File: config.mk
export PLATFORM = sky130hd
export DESIGN_NAME = collision_backoff
export DESIGN_NICKNAME = d
export VERILOG_FILES = /design/src/rtl/backoff_pkg.sv /design/src/rtl/backoff_lfsr.sv /design/src/rtl/backoff_window.sv /design/src/rtl/backoff_slot_cnt.sv /design/src/rtl/collision_backoff.sv
export SDC_FILE = /design/constraint.sdc
export NUM_CORES = 1
export LEC_CHECK = 0
export ABC_AREA = 1
export BUFFER_PORTS_ARGS = -buffer_cell sky130_fd_sc_hd__buf_4
export CORE_ASPECT_RATIO = 1.1
export CORE_MARGIN = 3
export CORE_UTILIZATION = 40
export DETAILED_ROUTE_END_ITERATION = 10
export PLACE_DENSITY = 0.6
export SLEW_MARGIN = 0
export SYNTH_ARGS = -nofsm -noshare
export SYNTH_HDL_FRONTEND = slang
export SYNTH_SLANG_ARGS = --single-unit
File: constraint.sdc
create_clock -name clk_i -period 2.65 [get_ports clk_i]
set_clock_uncertainty 0.15 [all_clocks]
set_input_delay 0.3975 -clock clk_i [delete_from_list [all_inputs] [get_ports clk_i]]
set_output_delay 0.3975 -clock clk_i [all_outputs]
set_load 0.02 [all_outputs]
File: src/rtl/backoff_pkg.sv
package backoff_pkg;
  typedef enum logic [1:0] {MODE_NORM, MODE_ALT, MODE_DET} mode_e;
  typedef enum logic [1:0] {ST_IDLE, ST_WIDLE, ST_WIFS, ST_COUNT} state_e;

  function automatic mode_e decode_mode(input logic [2:0] sel);
    case (sel)
      3'b011:  return MODE_ALT;
      3'b111:  return MODE_DET;
      default: return MODE_NORM;
    endcase
  endfunction
endpackage

File: src/rtl/backoff_lfsr.sv
module backoff_lfsr #(
  parameter int          OUT_W = 8,
  parameter logic [15:0] SEED  = 16'hACE1
) (
  input  logic             clk_i,
  input  logic             rst_ni,
  output logic [OUT_W-1:0] rnd_o,
  output logic [15:0]      state_o
);
  logic [15:0] q;
  logic        fb;

  assign fb = q[15] ^ q[13] ^ q[12] ^ q[10];

  always_ff @(posedge clk_i or negedge rst_ni) begin
    if (!rst_ni) q <= SEED;
    else         q <= {q[14:0], fb};
  end

  assign rnd_o   = q[OUT_W-1:0];
  assign state_o = q;
endmodule

File: src/rtl/backoff_window.sv
module backoff_window #(
  parameter int SLOT_W = 8,
  parameter int EXP_W  = 4
) (
  input  logic [EXP_W-1:0]  exp_i,
  output logic [SLOT_W-1:0] mask_o
);
  for (genvar i = 0; i < SLOT_W; i++) begin : g_bit
    assign mask_o[i] = (32'(exp_i) > i);
  end
endmodule

File: src/rtl/backoff_slot_cnt.sv
module backoff_slot_cnt #(
  parameter int SLOT_W = 8
) (
  input  logic              clk_i,
  input  logic              rst_ni,
  input  logic              load_i,
  input  logic [SLOT_W-1:0] load_val_i,
  input  logic              dec_i,
  output logic [SLOT_W-1:0] remain_o,
  output logic              zero_o
);
  logic [SLOT_W-1:0] cnt_q;

  always_ff @(posedge clk_i or negedge rst_ni) begin
    if (!rst_ni)     cnt_q <= '0;
    else if (load_i) cnt_q <= load_val_i;
    else if (dec_i)  cnt_q <= cnt_q - 1'b1;
  end

  assign remain_o = cnt_q;
  assign zero_o   = (cnt_q == '0);
endmodule

File: src/rtl/collision_backoff.sv
module collision_backoff
  import backoff_pkg::*;
#(
  parameter int          SLOT_W  = 8,
  parameter int          MAX_EXP = 8,
  parameter logic [15:0] SEED    = 16'hACE1
) (
  input  logic              clk_i,
  input  logic              rst_ni,
  input  logic              start_i,
  input  logic [2:0]        algo_sel_i,
  input  logic              line_idle_i,
  input  logic              slot_tick_i,
  input  logic              ifs_done_i,
  input  logic [SLOT_W-1:0] node_slot_i,
  output logic              retry_o
);
  localparam int EXP_W = $clog2(MAX_EXP + 1);
  localparam logic [EXP_W-1:0] EXP_MAX = EXP_W'(MAX_EXP);

  state_e            state_q;
  mode_e             mode_q;
  logic [EXP_W-1:0]  coll_q;
  logic              retry_q;
  logic [SLOT_W-1:0] rnd, mask, target, remain;
  logic [15:0]       lfsr_state;
  logic              cnt_load, cnt_dec, cnt_zero;

  backoff_lfsr #(.OUT_W(SLOT_W), .SEED(SEED)) i_lfsr (
    .clk_i, .rst_ni, .rnd_o(rnd), .state_o(lfsr_state)
  );

  backoff_window #(.SLOT_W(SLOT_W), .EXP_W(EXP_W)) i_window (
    .exp_i(coll_q), .mask_o(mask)
  );

  assign target   = (mode_q == MODE_DET) ? node_slot_i : (rnd & mask);
  assign cnt_load = (state_q == ST_WIDLE) && line_idle_i;
  assign cnt_dec  = (state_q == ST_COUNT) && slot_tick_i && !cnt_zero;

  backoff_slot_cnt #(.SLOT_W(SLOT_W)) i_cnt (
    .clk_i, .rst_ni, .load_i(cnt_load), .load_val_i(target),
    .dec_i(cnt_dec), .remain_o(remain), .zero_o(cnt_zero)
  );

  always_ff @(posedge clk_i or negedge rst_ni) begin
    if (!rst_ni) begin
      state_q <= ST_IDLE;
      mode_q  <= MODE_NORM;
      coll_q  <= '0;
      retry_q <= 1'b0;
    end else begin
      retry_q <= 1'b0;
      unique case (state_q)
        ST_IDLE: if (start_i) begin
          mode_q  <= decode_mode(algo_sel_i);
          if (coll_q != EXP_MAX) coll_q <= coll_q + 1'b1;
          state_q <= ST_WIDLE;
        end
        ST_WIDLE: if (line_idle_i)
          state_q <= (mode_q == MODE_ALT) ? ST_WIFS : ST_COUNT;
        ST_WIFS: if (ifs_done_i) state_q <= ST_COUNT;
        ST_COUNT: if (cnt_zero) begin
          retry_q <= 1'b1;
          state_q <= ST_IDLE;
        end
        default: state_q <= ST_IDLE;
      endcase
    end
  end

  assign retry_o = retry_q;
endmodule

# Word level (Yosys, flattened, before mapping)
# Index checks and enable logic that the tools add are counted.
[totals] in_bits=17 output_inout_bits=1 romBits=0 memories=0 latchBits=0 ff_bits=33 ram_bits=0
[op_classes] bitwise=4 n_lt_le_gt_ge=8 reduce_logical=10 n_div=0 addsub=2 mul=0 muxes=12 eq_ne=12 shift=0
[op_table] operator="$mux 8" n=3
[op_table] operator="$gt 4x3->1 const B" n=4
[op_table] operator="$and 8x8->8" n=1
[op_table] operator="$gt 4x1->1 const B" n=2
[op_table] operator="$gt 4x2->1 const B" n=2
[op_table] operator="$logic_not 8->1" n=1
[op_table] operator="$mux 2" n=4
[op_table] operator="$ne 2x2->1 const B" n=4
[op_table] operator="$pmux 2 s4" n=1
[op_table] operator="$sub 8x1->8 const B" n=1
[op_table] operator="$eq 2x2->1 const B" n=3
[op_table] operator="$add 4x1->4 const B" n=1
[op_table] operator="$eq 2x1->1 const B" n=2
[op_table] operator="$ne 4x4->1 const B" n=1
[op_table] operator="$pmux 2 s2" n=1
[op_table] operator="$reduce_and 4->1" n=1
[op_table] operator="$eq 3x2->1 const B" n=1
[op_table] operator="$eq 3x3->1 const B" n=1
[op_table] operator="$logic_and 1x1->1" n=3
[op_table] operator="$mux 1" n=3
[op_table] operator="$reduce_and 3->1" n=1
[op_table] operator="$xor 1x1->1" n=3
[op_table] operator="$logic_not 2->1" n=1
[op_table] operator="$reduce_and 2->1" n=1
[op_table] operator="2 further kinds" n=2

# Logic depth before layout (Yosys ltp)
# Gate-level depths: netlist of run 1.
[logic_depth] word_depth=5 mapped_depth=11

# Hierarchy
# From an unflattened synthesis of run 1, not the netlist that was laid out.
[unflattened] hier_cells=227 hier_area_um2=1846.8
[modules_own_cells] module="collision_backoff" cells_per_inst=98 area_per_inst_um2=694.4 n_inst=1
[modules_own_cells] module="backoff_lfsr" cells_per_inst=41 area_per_inst_um2=541.8 n_inst=1
[modules_own_cells] module="backoff_slot_cnt" cells_per_inst=73 area_per_inst_um2=540.5 n_inst=1
[modules_own_cells] module="backoff_window" cells_per_inst=15 area_per_inst_um2=70.1 n_inst=1

# Least setup slack after synthesis of run 1
# No wires, ideal clock.
[synth_timing] path_type="reg2reg" startpoint="register i_cnt.cnt_q[0] (netlist: i_cnt.remain_o[0])" endpoint="register i_cnt.cnt_q[0] (netlist: i_cnt.remain_o[0])" path_stages_with_launch=8 slack_ns=1.098 t_arrival_ns=1.281 path_buffers=0 period_less_slack_ns=1.552 path_cell_list="dfrtp_1 > inv_1 > ha_1 > nand3_1 > o21bai_4 > nand2_4 > nand3_2 > o21ai_2"
[synth_via] elab_chain_len=4
[synth_rtl] item="start: declaration" line="backoff_slot_cnt.sv:12" text="logic [SLOT_W-1:0] cnt_q;"
[synth_rtl] item="start signal: assignment" line="backoff_slot_cnt.sv:16" text="else if (load_i) cnt_q <= load_val_i;"
[synth_rtl] item="start signal: assignment" line="backoff_slot_cnt.sv:17" text="else if (dec_i) cnt_q <= cnt_q - 1'b1;"
[synth_rtl] item="parallel branches: the longest is 4 deep, another holds $sub 8x1->8"
# Several ways; the timed one is not identified. The select of a mux whose other input is x is not followed.
# A chain may end at the register's enable or synchronous reset.

# Worst setup path in the final report of run 1
[layout_timing] startpoint="register state_q[1]" endpoint="register i_cnt.cnt_q[5] (netlist: i_cnt.remain_o[5])"
[layout_via] elab_chain_len=4
[layout_rtl] item="start: declaration" line="collision_backoff.sv:21" text="state_e state_q;"
[layout_rtl] item="start signal: assignment" line="collision_backoff.sv:61" text="state_q <= (mode_q == MODE_ALT) ? ST_WIFS : ST_COUNT;"
[layout_rtl] item="$eq 2x2->1" line="collision_backoff.sv:39" text="assign cnt_dec = (state_q == ST_COUNT) && slot_tick_i && !cnt_zero;"
[layout_rtl] item="$logic_and 1x1->1 (2 in a row)" line="collision_backoff.sv:39"
[layout_rtl] item="$reduce_bool 2->1 (no line)"
# Several ways; a longest one is shown, not always the timed one.

==> summary.txt, run 1 <==
Met1 Wirelength = 1.687 mm
grt ovf = 0
CTS buffer count = 5
critical path's top delay family = simple AND/OR/NAND/NOR gates
Reg clk slew, reported paths = 0.07 ns
met3 wire length = 110 microns
Setup Crit Path Kind = reg2reg
slowest stage cell, crit path = dfrtp_1
min setup slack post-route = 0.7061 ns
Synthesized Nets = 235
met2 WL = 1.572 mm
leakage = 1.066 nW
largest area contributor in the netlist = dfrtp_1
final hold vios = 0
share of post-route cells with drive strength above 1 = 18.70%
placed cell areas = 0.001954 sq mm
footprint of the multi-input gates = 828.3 sq um
Max VDD drop = 0.4294 mV
Layout Nets = 257
CTS tree = yes
core area = 0.004114 sq mm
mapped cell area = 0.001777 sq mm
IO Pins = 18
fmax = 0.5144 GHz
initial antenna violation count = 0
die height = 75.90 microns
Post-CTS Resized = 0
period utilization = 73.36%
DR WL/cell = 12.23 microns
Worst Setup End Kind = flip-flop
vias in the first global route = 1363
first-pass GRT wire length = 6.141 mm
std cell rows = 24
post-synthesis cell count = 207
die area = 0.005278 sq mm
RSZ-0062 raised after global routing = false
largest cells by area after synthesis = dfrtp_1 35%, nand2_1 12%, dfstp_2 12%
total number of yosys warnings = 0
Placement Setup Slack = 0.7117 ns
Sequential cell area = 835.8 sq um
maximum capacitance violations = 0
Slew Limit Fails = 0
Cell Chain, Critical Path = inv_1 -> ha_1 -> nand2_1 -> inv_2 -> o21ai_0 -> inv_1 -> nand2_1 -> nand2_1 -> nand2_1 -> nand2_1
starting density of the core = 43.19%
Final ANT Viol Nets = 0
drt initial violations = 88
Netlist cell types = 28
commonest non-fill, non-tap cell in the layout = nand2_1
Final min period = 1.944 ns
top cell type's share of synthesized area = 35.21%
worst relative slew slack = 66.16%
H-tree Lvls = 2
P&R area growth vs syn = 17.04%
Fillers = 393
asr flop ratio synth = 100.0%
Via density = 4.780
Syn Area/Cell = 8.583 sq um
CP startpoint kind = flip-flop
DR top layer = met4
die span in x = 69.55 microns
GPL Wtd Cong = 0.8021
leading cell types in the layout, fill and taps excluded = 57 x nand2_1, 25 x inv_1, 25 x dfrtp_1
Buf/Inv on CP = 3
CTS Buffer Depth = 2
Hold Crit Class = in2reg
worst skew pair latency = 0.29 ns
Total Neg Setup Slack = 0 ns
Vias = 1348
sequential area share after synthesis = 47.04%
Yosys reg bits = 33
Max FO, Critical Path = 15
Root Buffer Master = clkbuf_8
Worst Max-Slew Pin Slew = 0.5064 ns
CP peak stage delay = 0.42 ns
largest net degree at the start of global routing = 34
design area = 0.002079 sq mm
Clock Sinks = 33
CP arrival = 1.97 ns
final wirelength = 3.450 mm
number of port buffers = 17
hpwl dp = 2.556 mm
Residual DRC = 0
Ant. Diodes = 0
DRT Pass-1 Iters = 4
Main synth FF type = dfrtp_1
Critical Path RT = 2.68 ns
Crit path top cell by count = nand2_1
PwrDens = 1038 mW/mm^2
Post-synth EDFFs = 0
status = finished clean
global-route usage over all layers = 14.40%
Setup-failing EPs final = 0
[area by class of cell]
type / instances / area share [%]
flip-flops and latches: 33 / 40.19
multi-input cells: 145 / 39.83
repair buffers: 18 / 6.619
inverters: 26 / 4.693
clock buffers: 5 / 3.309
well taps: 52 / 3.129
clock inverters: 3 / 2.226
[registers in the layout, summed over array words and instances, names as in the netlist]
signal          flops
coll_q              4
i_cnt.remain_o      8
i_lfsr.state_o     16
mode_q              2
retry_o             1
state_q             2
[worst register-to-register path, cell delays in order (launching register included)]
cell,delay (ns)
dfrtp_1,0.42
inv_1,0.10
ha_1,0.22
nand2_1,0.39
inv_2,0.18
o21ai_0,0.11
inv_1,0.05
nand2_1,0.06
nand2_1,0.05
nand2_1,0.06
nand2_1,0.05
[what timing repair did]
action                                 4_1_cts  5_1_grt
buffers inserted                             0        0
hold buffers                                 1        0
endpoints found under the hold margin       25        0
[metal layers]
layer	up-vias	track usage, %
met5	-	0
met4	0	7.422
met3	8	2.778
met2	32	22.42
met1	603	18.90
li1	705	-
[per-stage QoR]
stage | utilization (%) | total power, mW | cells | hold slack [ns]
3_3_place_gp | 47.51 | 1.682 | 273 | 0.1833
5_1_grt | 50.55 | 2.368 | 282 | 0.1406
3_5_place_dp | 47.51 | 1.683 | 273 | 0.1872
4_1_cts | 50.55 | 2.175 | 282 | 0.1338
2_1_floorplan | - | 1.482 | 207 | -0.04809
6_report | 50.55 | 2.159 | 282 | 0.1391
[final timing paths]
path,cells past startpoint,slack [ns],to,start
worst max-delay path,10,0.71,i_cnt.remain_o[5],state_q[1]
worst min-delay path,2,0.14,mode_q[0],algo_sel_i[2]
worst max register to register,10,0.71,i_cnt.remain_o[5],state_q[1]
worst min register to register,0,0.20,i_lfsr.state_o[10],i_lfsr.state_o[9]
max in group asynchronous,2,1.60,i_lfsr.state_o[15],rst_ni
min in group asynchronous,2,0.43,i_cnt.remain_o[4],rst_ni
[kinds of logic after synthesis]
| logic type | after synthesis | synth area share (%) |
|---|---|---|
| AND/OR/NAND/NOR | 104 | 27.25 |
| flip-flops | 33 | 47.04 |
| adder cells (fa/ha/maj) | 11 | 7.746 |
| buffers and inverters | 29 | 6.338 |
| AO/OA/AOI/OAI | 23 | 8.169 |
| XOR/XNOR | 7 | 3.451 |
[power breakdown]
part | internal, mW | switching [mW] | total (mW)
Sequential | 0.618 | 0.140 | 0.758
Clock | 0.281 | 0.196 | 0.477
Combinational | 0.348 | 0.575 | 0.923
Total | 1.25 | 0.911 | 2.16
[Yosys cell counts (2+ instances only)]
master / count
nand3_2: 3
nor2_4: 2
nand3_1: 24
xor2_1: 5
buf_2: 3
inv_1: 25
dfstp_2: 8
nor2_1: 10
ha_1: 11
xnor2_1: 2
o21ai_0: 11
nand2_4: 2
nor3_1: 2
nand4_1: 2
o22ai_1: 2
dfrtp_1: 25
nand2_1: 57
a21oi_1: 3
Note: power is estimated with default switching activity, not from simulation.
==> run 2, diff against run 1 <==
- ABC_AREA: 1 -> 0
- clock period: 2.65 -> 1.9 ns (I/O delays scaled with it)
==> run 2 against run 1 <==
Net effect: count of clock-buffer cells in the layout up 3; core utilization up 4.1 points; critical endpoint is now state_q[1]; sequential share of layout area up 0.073 points; largest power group unchanged; area after synthesis down 8.0%; total power up 35%; highest routed layer unchanged.
==> summary.txt, run 2 <==
status = finished clean
die area = 0.004889 sq mm (-7.4%)
Reg clk slew, reported paths = 0.06 ns (about the same)
Setup-failing EPs final = 0 (unchanged)
initial antenna violation count = 0 (unchanged)
switching share of total power = 36.65% (-5.5 points)
Setup Crit Path Kind = reg2reg
Yosys reg bits = 33 (unchanged)
post-synthesis cell count = 149 (-28%)
DRT Pass-1 Iters = 4 (unchanged)
Synthesized Nets = 177 (-25%)
CTS Buffer Depth = 2 (unchanged)
Fillers = 345 (-12%)
Placement Setup Slack = -0.03503 ns (-0.7467 ns)
share of post-route cells with drive strength above 1 = 32.09% (+13 points)
largest cells by area after synthesis = dfrtp_1 38%, dfstp_2 13%, ha_1 8.4%
switching power = 1.072 mW (+18%)
sequential area share after synthesis = 51.15% (+4.1 points)
Syn Area/Cell = 10.97 sq um (+28%)
period utilization = 99.29% (+26 points)
Seq pwr share = 36.0% (+0.9 points)
Post-synth EDFFs = 0 (unchanged)
Final ANT Viol Nets = 0 (unchanged)
Critical Path RT = 1.91 ns (-0.77 ns)
placed cell count = 224 (-18%)
DR WL/cell = 14.03 microns (+15%)
final wirelength = 3.325 mm (-3.6%)
Combinational Power Share = 45.7% (+2.9 points)
number of port buffers = 17 (unchanged)
Int Power = 1.852 mW (+48%)
CTS tree = yes
H-tree Lvls = 2 (unchanged)
Sequential cell area = 835.8 sq um (unchanged)
top cell type's share of synthesized area = 38.28% (+3.1 points)
final non-filler cell total = 237 (-16%)
starting density of the core = 43.02% (-0.17 points)
Main synth FF type = dfrtp_1
worst skew pair latency = 0.28 ns (about the same)
largest net degree at the start of global routing = 34 (unchanged)
Max FO, Critical Path = 5 (-10)
fmax = 0.5301 GHz (+3.0%)
Ant. Diodes = 0 (unchanged)
top cells by count, synth = 25 x dfrtp_1, 15 x inv_1, 11 x ha_1, 11 x nand2_1, 8 x dfstp_2
std cell rows = 23 (-4.2%)
leading cell types in the layout, fill and taps excluded = 33 x buf_4, 25 x dfrtp_1, 13 x inv_1
Buf/Inv on CP = 2 (-1)
Worst Setup End Kind = flip-flop
Root Buffer Master = clkbuf_8
Clock Sinks = 33 (unchanged)
Netlist cell types = 39 (+39%)
Clk pwr share = 18.2% (-3.9 points)
GPL Wtd Cong = 0.8898 (+11%)
maximum capacitance violations = 0 (unchanged)
hpwl dp = 2.410 mm (-5.7%)
CP peak stage delay = 0.43 ns (about the same)
Via density = 5.118 (+7.1%)
Layout Nets = 214 (-17%)
CP startpoint kind = flip-flop
CP arrival = 1.90 ns (-0.07 ns)
Final min period = 1.887 ns (-0.05736 ns)
min setup slack post-route = 0.01345 ns (-0.6926 ns)
footprint of the multi-input gates = 773.2 sq um (-6.6%)
CTS buffer count = 5 (unchanged)
leakage = 0.9647 nW (-9.5%)
core area = 0.003799 sq mm (-7.7%)
asr flop ratio synth = 100.0% (unchanged)
IO Pins = 18 (unchanged)
first-pass GRT wire length = 5.485 mm (-11%)
global-route usage over all layers = 14.97% (+0.57 points)
Worst Max-Slew Pin Slew = 0.4405 ns (-0.06589 ns)
slowest stage cell, crit path = dfrtp_1
most frequent cell after synthesis = dfrtp_1
max reg flops = 16 (unchanged)
Slew Limit Fails = 0 (unchanged)
drt initial violations = 52 (-41%)
Residual DRC = 0 (unchanged)
Cell Chain, Critical Path = inv_1 -> ha_1 -> a222oi_1 -> buf_4 -> nand2_2 -> mux2_4
mapped cell area = 0.001634 sq mm (-8.0%)
total number of yosys warnings = 0 (unchanged)
P&R area growth vs syn = 27.03%
worst relative slew slack = 70.32% (+4.2 points)
final core occ = 54.64% (+4.1 points)
Max VDD drop = 0.7111 mV (+66%)
die height = 73.04 microns (-3.8%)
PwrDens = 1409 mW/mm^2 (+36%)
Vias = 1213 (-10%)
largest area contributor in the netlist = dfrtp_1
grt ovf = 0 (unchanged)
RSZ-0062 raised after global routing = true
die span in x = 66.94 microns (-3.7%)
commonest non-fill, non-tap cell in the layout = buf_4
Hold Crit Class = in2reg
final hold vios = 0 (unchanged)
critical path's top delay family = flip-flops
vias in the first global route = 1239 (-9.1%)
-- run 2: worst reg2reg max path, stage by stage, from the launching register on --
cell and delay (ns):
dfrtp_1 0.43, inv_1 0.11, ha_1 0.22, a222oi_1 0.33
buf_4 0.18, nand2_2 0.06, mux2_4 0.29
-- run 2: layout make-up --
| type | instances | area share, % |
|---|---|---|
| clock buffers | 8 | 4.340 |
| inverters | 15 | 2.712 |
| multi-input cells | 97 | 37.25 |
| flip-flops and latches | 33 | 40.27 |
| well taps | 50 | 3.014 |
| repair buffers | 34 | 12.42 |
-- run 2: cell families after synthesis --
group / share of synthesized area (%)
AO/OA/AOI/OAI: 12.79
XOR/XNOR: 5.360
adder cells (fa/ha/maj): 8.423
buffers and inverters: 4.364
flip-flops: 51.15
multiplexers: 4.134
AND/OR/NAND/NOR: 13.78
-- run 2: final timing paths --
check / from / end / slack (ns) / cells after the start
max: state_q[1] / state_q[1] / 0.01 / 6
min: algo_sel_i[2] / mode_q[0] / 0.04 / 2
max reg2reg: state_q[1] / state_q[1] / 0.01 / 6
min reg2reg: i_lfsr.state_o[14] / i_lfsr.state_o[15] / 0.20 / 0
max in group asynchronous: rst_ni / i_lfsr.state_o[13] / 0.94 / 2
min in group asynchronous: rst_ni / state_q[1] / 0.33 / 2
-- run 2: metal layers --
metal,up-vias,part of all wire (%),global-route usage (%)
li1,593,-,-
met1,583,45,19.47
met2,31,49,24.34
met3,6,4.3,4.160
met4,0,1.1,4.279
met5,-,0,0
-- run 2: metrics by stage --
step / area (sq um) / power (mW) / setup TNS [ns] / hold WS, ns
floorplan: 1634 / 1.830 / 0 / -0.1606
global placement: 1899 / 2.185 / 0 / 0.09439
detailed placement: 1899 / 2.233 / -0.03503 / 0.09653
CTS: 2034 / 2.863 / 0 / 0.02983
global route: 2076 / 3.163 / -0.2182 / 0.05314
finish: 2076 / 2.924 / 0 / 0.03501
-- run 2: repair_timing --
action,CTS,global route
pin swaps,1,1
hold buffers,1,0
gates resized for setup,4,5
endpoints found under the setup margin,1,7
gates cloned,0,0
endpoints found under the hold margin,25,0
setup buffers,3,1
-- run 2: power groups by stage --
stage	clock network (mW)	logic [mW]	registers (mW)
floorplan	0	0.811	1.02
global placement	0	1.15	1.04
detailed placement	0	1.18	1.05
CTS	0.548	1.27	1.04
global route	0.569	1.51	1.08
finish	0.533	1.34	1.05
==> run 3, diff against run 2 <==
- MAX_ROUTING_LAYER: unset -> met4
==> run 3 against run 2 <==
Net effect: global-route usage rose by 0.47 points; largest power group unchanged; wire length increased by 0.87%; non-clock buffer count unchanged; via count up 2.9%; critical path type unchanged; setup slack worse by 0.0049 ns; register-to-register slack about the same; core utilization increased by 0.20 points; sequential power is essentially flat; clock power about the same; total power rose by 0.52%; final area grew 0.36%; highest routed layer unchanged; combinational power about the same.
==> summary.txt, run 3 (synthesis gave the netlist of run 2 again) <==
Worst Setup End Kind = flip-flop
critical path's top delay family = flip-flops
Clock Sinks = 33 (unchanged)
Final ANT Viol Nets = 0 (unchanged)
commonest non-fill, non-tap cell in the layout = buf_4
Worst Max-Slew Pin Slew = 0.4359 ns (-0.004577 ns)
Max VDD drop = 0.7087 mV (-0.34%)
leading cell types in the layout, fill and taps excluded = 33 x buf_4, 25 x dfrtp_1, 13 x inv_1
worst relative slew slack = 70.63% (+0.31 points)
Critical Path RT = 1.91 ns (about the same)
slowest stage cell, crit path = dfrtp_1
CP arrival = 1.91 ns (about the same)
Total Neg Setup Slack = 0 ns (unchanged)
status = finished clean
Final min period = 1.891 ns (+0.004852 ns)
core area = 0.003799 sq mm (unchanged)
H-tree Lvls = 2 (unchanged)
final wirelength = 3.354 mm (+0.87%)
leakage = 0.9619 nW (-0.29%)
period utilization = 99.55% (+0.26 points)
CTS buffer count = 5 (unchanged)
Hold Slack = 0.03449 ns (-0.0005159 ns)
worst skew pair latency = 0.28 ns (about the same)
Residual DRC = 0 (unchanged)
die span in x = 66.94 microns (unchanged)
max reg flops = 16 (unchanged)
global-route usage over all layers = 15.44% (+0.47 points)
die height = 73.04 microns (unchanged)
CTS tree = yes
CP peak stage delay = 0.44 ns (about the same)
PwrDens = 1411 mW/mm^2 (+0.16%)
RSZ-0062 raised after global routing = true
starting density of the core = 43.02% (unchanged)
share of post-route cells with drive strength above 1 = 33.16% (+1.1 points)
P&R area growth vs syn = 27.49%
Hold Crit Class = in2reg
grt ovf = 0 (unchanged)
Reg clk slew, reported paths = 0.06 ns (about the same)
hpwl dp = 2.410 mm (unchanged)
die area = 0.004889 sq mm (unchanged)
footprint of the multi-input gates = 780.7 sq um (+0.97%)
Max FO, Critical Path = 5 (unchanged)
vias in the first global route = 1234 (-0.40%)
Vias = 1248 (+2.9%)
Buf/Inv on CP = 2 (unchanged)
Root Buffer Master = clkbuf_8
IO Pins = 18 (unchanged)
fmax = 0.5287 GHz (-0.26%)
DR WL/cell = 14.15 microns (+0.87%)
Cell Chain, Critical Path = inv_1 -> ha_1 -> a222oi_1 -> buf_4 -> nand2_2 -> mux2_4
Setup Crit Path Kind = reg2reg
initial antenna violation count = 0 (unchanged)
Fillers = 346 (+0.29%)
CTS Buffer Depth = 2 (unchanged)
number of port buffers = 17 (unchanged)
total power = 2.939 mW (+0.52%)
Setup-failing EPs final = 0 (unchanged)
GPL Wtd Cong = 0.9047 (+1.7%)
Slew Limit Fails = 0 (unchanged)
Via density = 5.266 (+2.9%)
CP startpoint kind = flip-flop
DRT Pass-1 Iters = 4 (unchanged)
largest net degree at the start of global routing = 34 (unchanged)
Sequential cell area = 835.8 sq um (unchanged)
maximum capacitance violations = 0 (unchanged)
Ant. Diodes = 0 (unchanged)
drt initial violations = 69 (+33%)
std cell rows = 23 (unchanged)
Layout Nets = 214 (unchanged)
first-pass GRT wire length = 5.492 mm (+0.13%)
final hold vios = 0 (unchanged)
## run 3: cell counts in the layout (fill, tap and decap cells not counted)
Identical to the previous run, type by type.
## run 3: per-layer routing
layer  global-route usage, %  vias up  wire length, microns
li1                        -      593                     -
met1                   19.57      608                  1482
met2                   24.34       37                  1641
met3                   4.160       10                   165
met4                   4.279        0                    65
met5                       -        -                     0
## run 3: stage by stage
step | utilization, % | cells | instance area [sq um] | setup slack [ns]
3_5_place_dp | 50.00 | 224 | 1899 | -0.03503
4_1_cts | 53.56 | 236 | 2034 | 0.002735
5_1_grt | 54.84 | 237 | 2083 | -0.05085
2_1_floorplan | - | 149 | 1634 | 0.0006335
3_3_place_gp | 50.00 | 224 | 1899 | 0.0001412
6_report | 54.84 | 237 | 2083 | 0.008600
## run 3: final timing paths
path                               startpoint                  to  slack [ns]  cells past startpoint
setup / recovery                   state_q[1]          state_q[1]       0.009                      6
hold / removal                  algo_sel_i[2]           mode_q[0]        0.03                      2
setup reg to reg                   state_q[1]          state_q[1]       0.009                      6
hold reg to reg            i_lfsr.state_o[14]  i_lfsr.state_o[15]        0.20                      0
max in group asynchronous              rst_ni  i_lfsr.state_o[13]        0.94                      2
min in group asynchronous              rst_ni          state_q[1]        0.33                      2
## run 3: worst register-to-register path: stages, from the launching register on
cell      delay (ns)
dfrtp_1         0.44
inv_1           0.11
ha_1            0.22
a222oi_1        0.34
buf_4           0.18
nand2_2         0.06
mux2_4          0.29
## run 3: layout make-up
type,instances,share of cell area (%)
Clock buffer,8,4.324
Inverter,15,2.703
Multi-Input combinational cell,97,37.48
Sequential cell,33,40.12
Tap cell,50,3.003
Timing Repair Buffer,34,12.37
## run 3: power breakdown
group | total (mW) | switching [mW] | internal (mW)
Clock | 0.533 | 0.238 | 0.295
Sequential | 1.06 | 0.188 | 0.867
Combinational | 1.35 | 0.655 | 0.696
Total | 2.94 | 1.08 | 1.86
## run 3: what timing repair did
item,in CTS,in global routing
endpoints found under the setup margin,1,7
resized for setup,4,7
buffers inserted,3,1
hold buffers,1,0
endpoints found under the hold margin,25,0
pin swaps,1,2
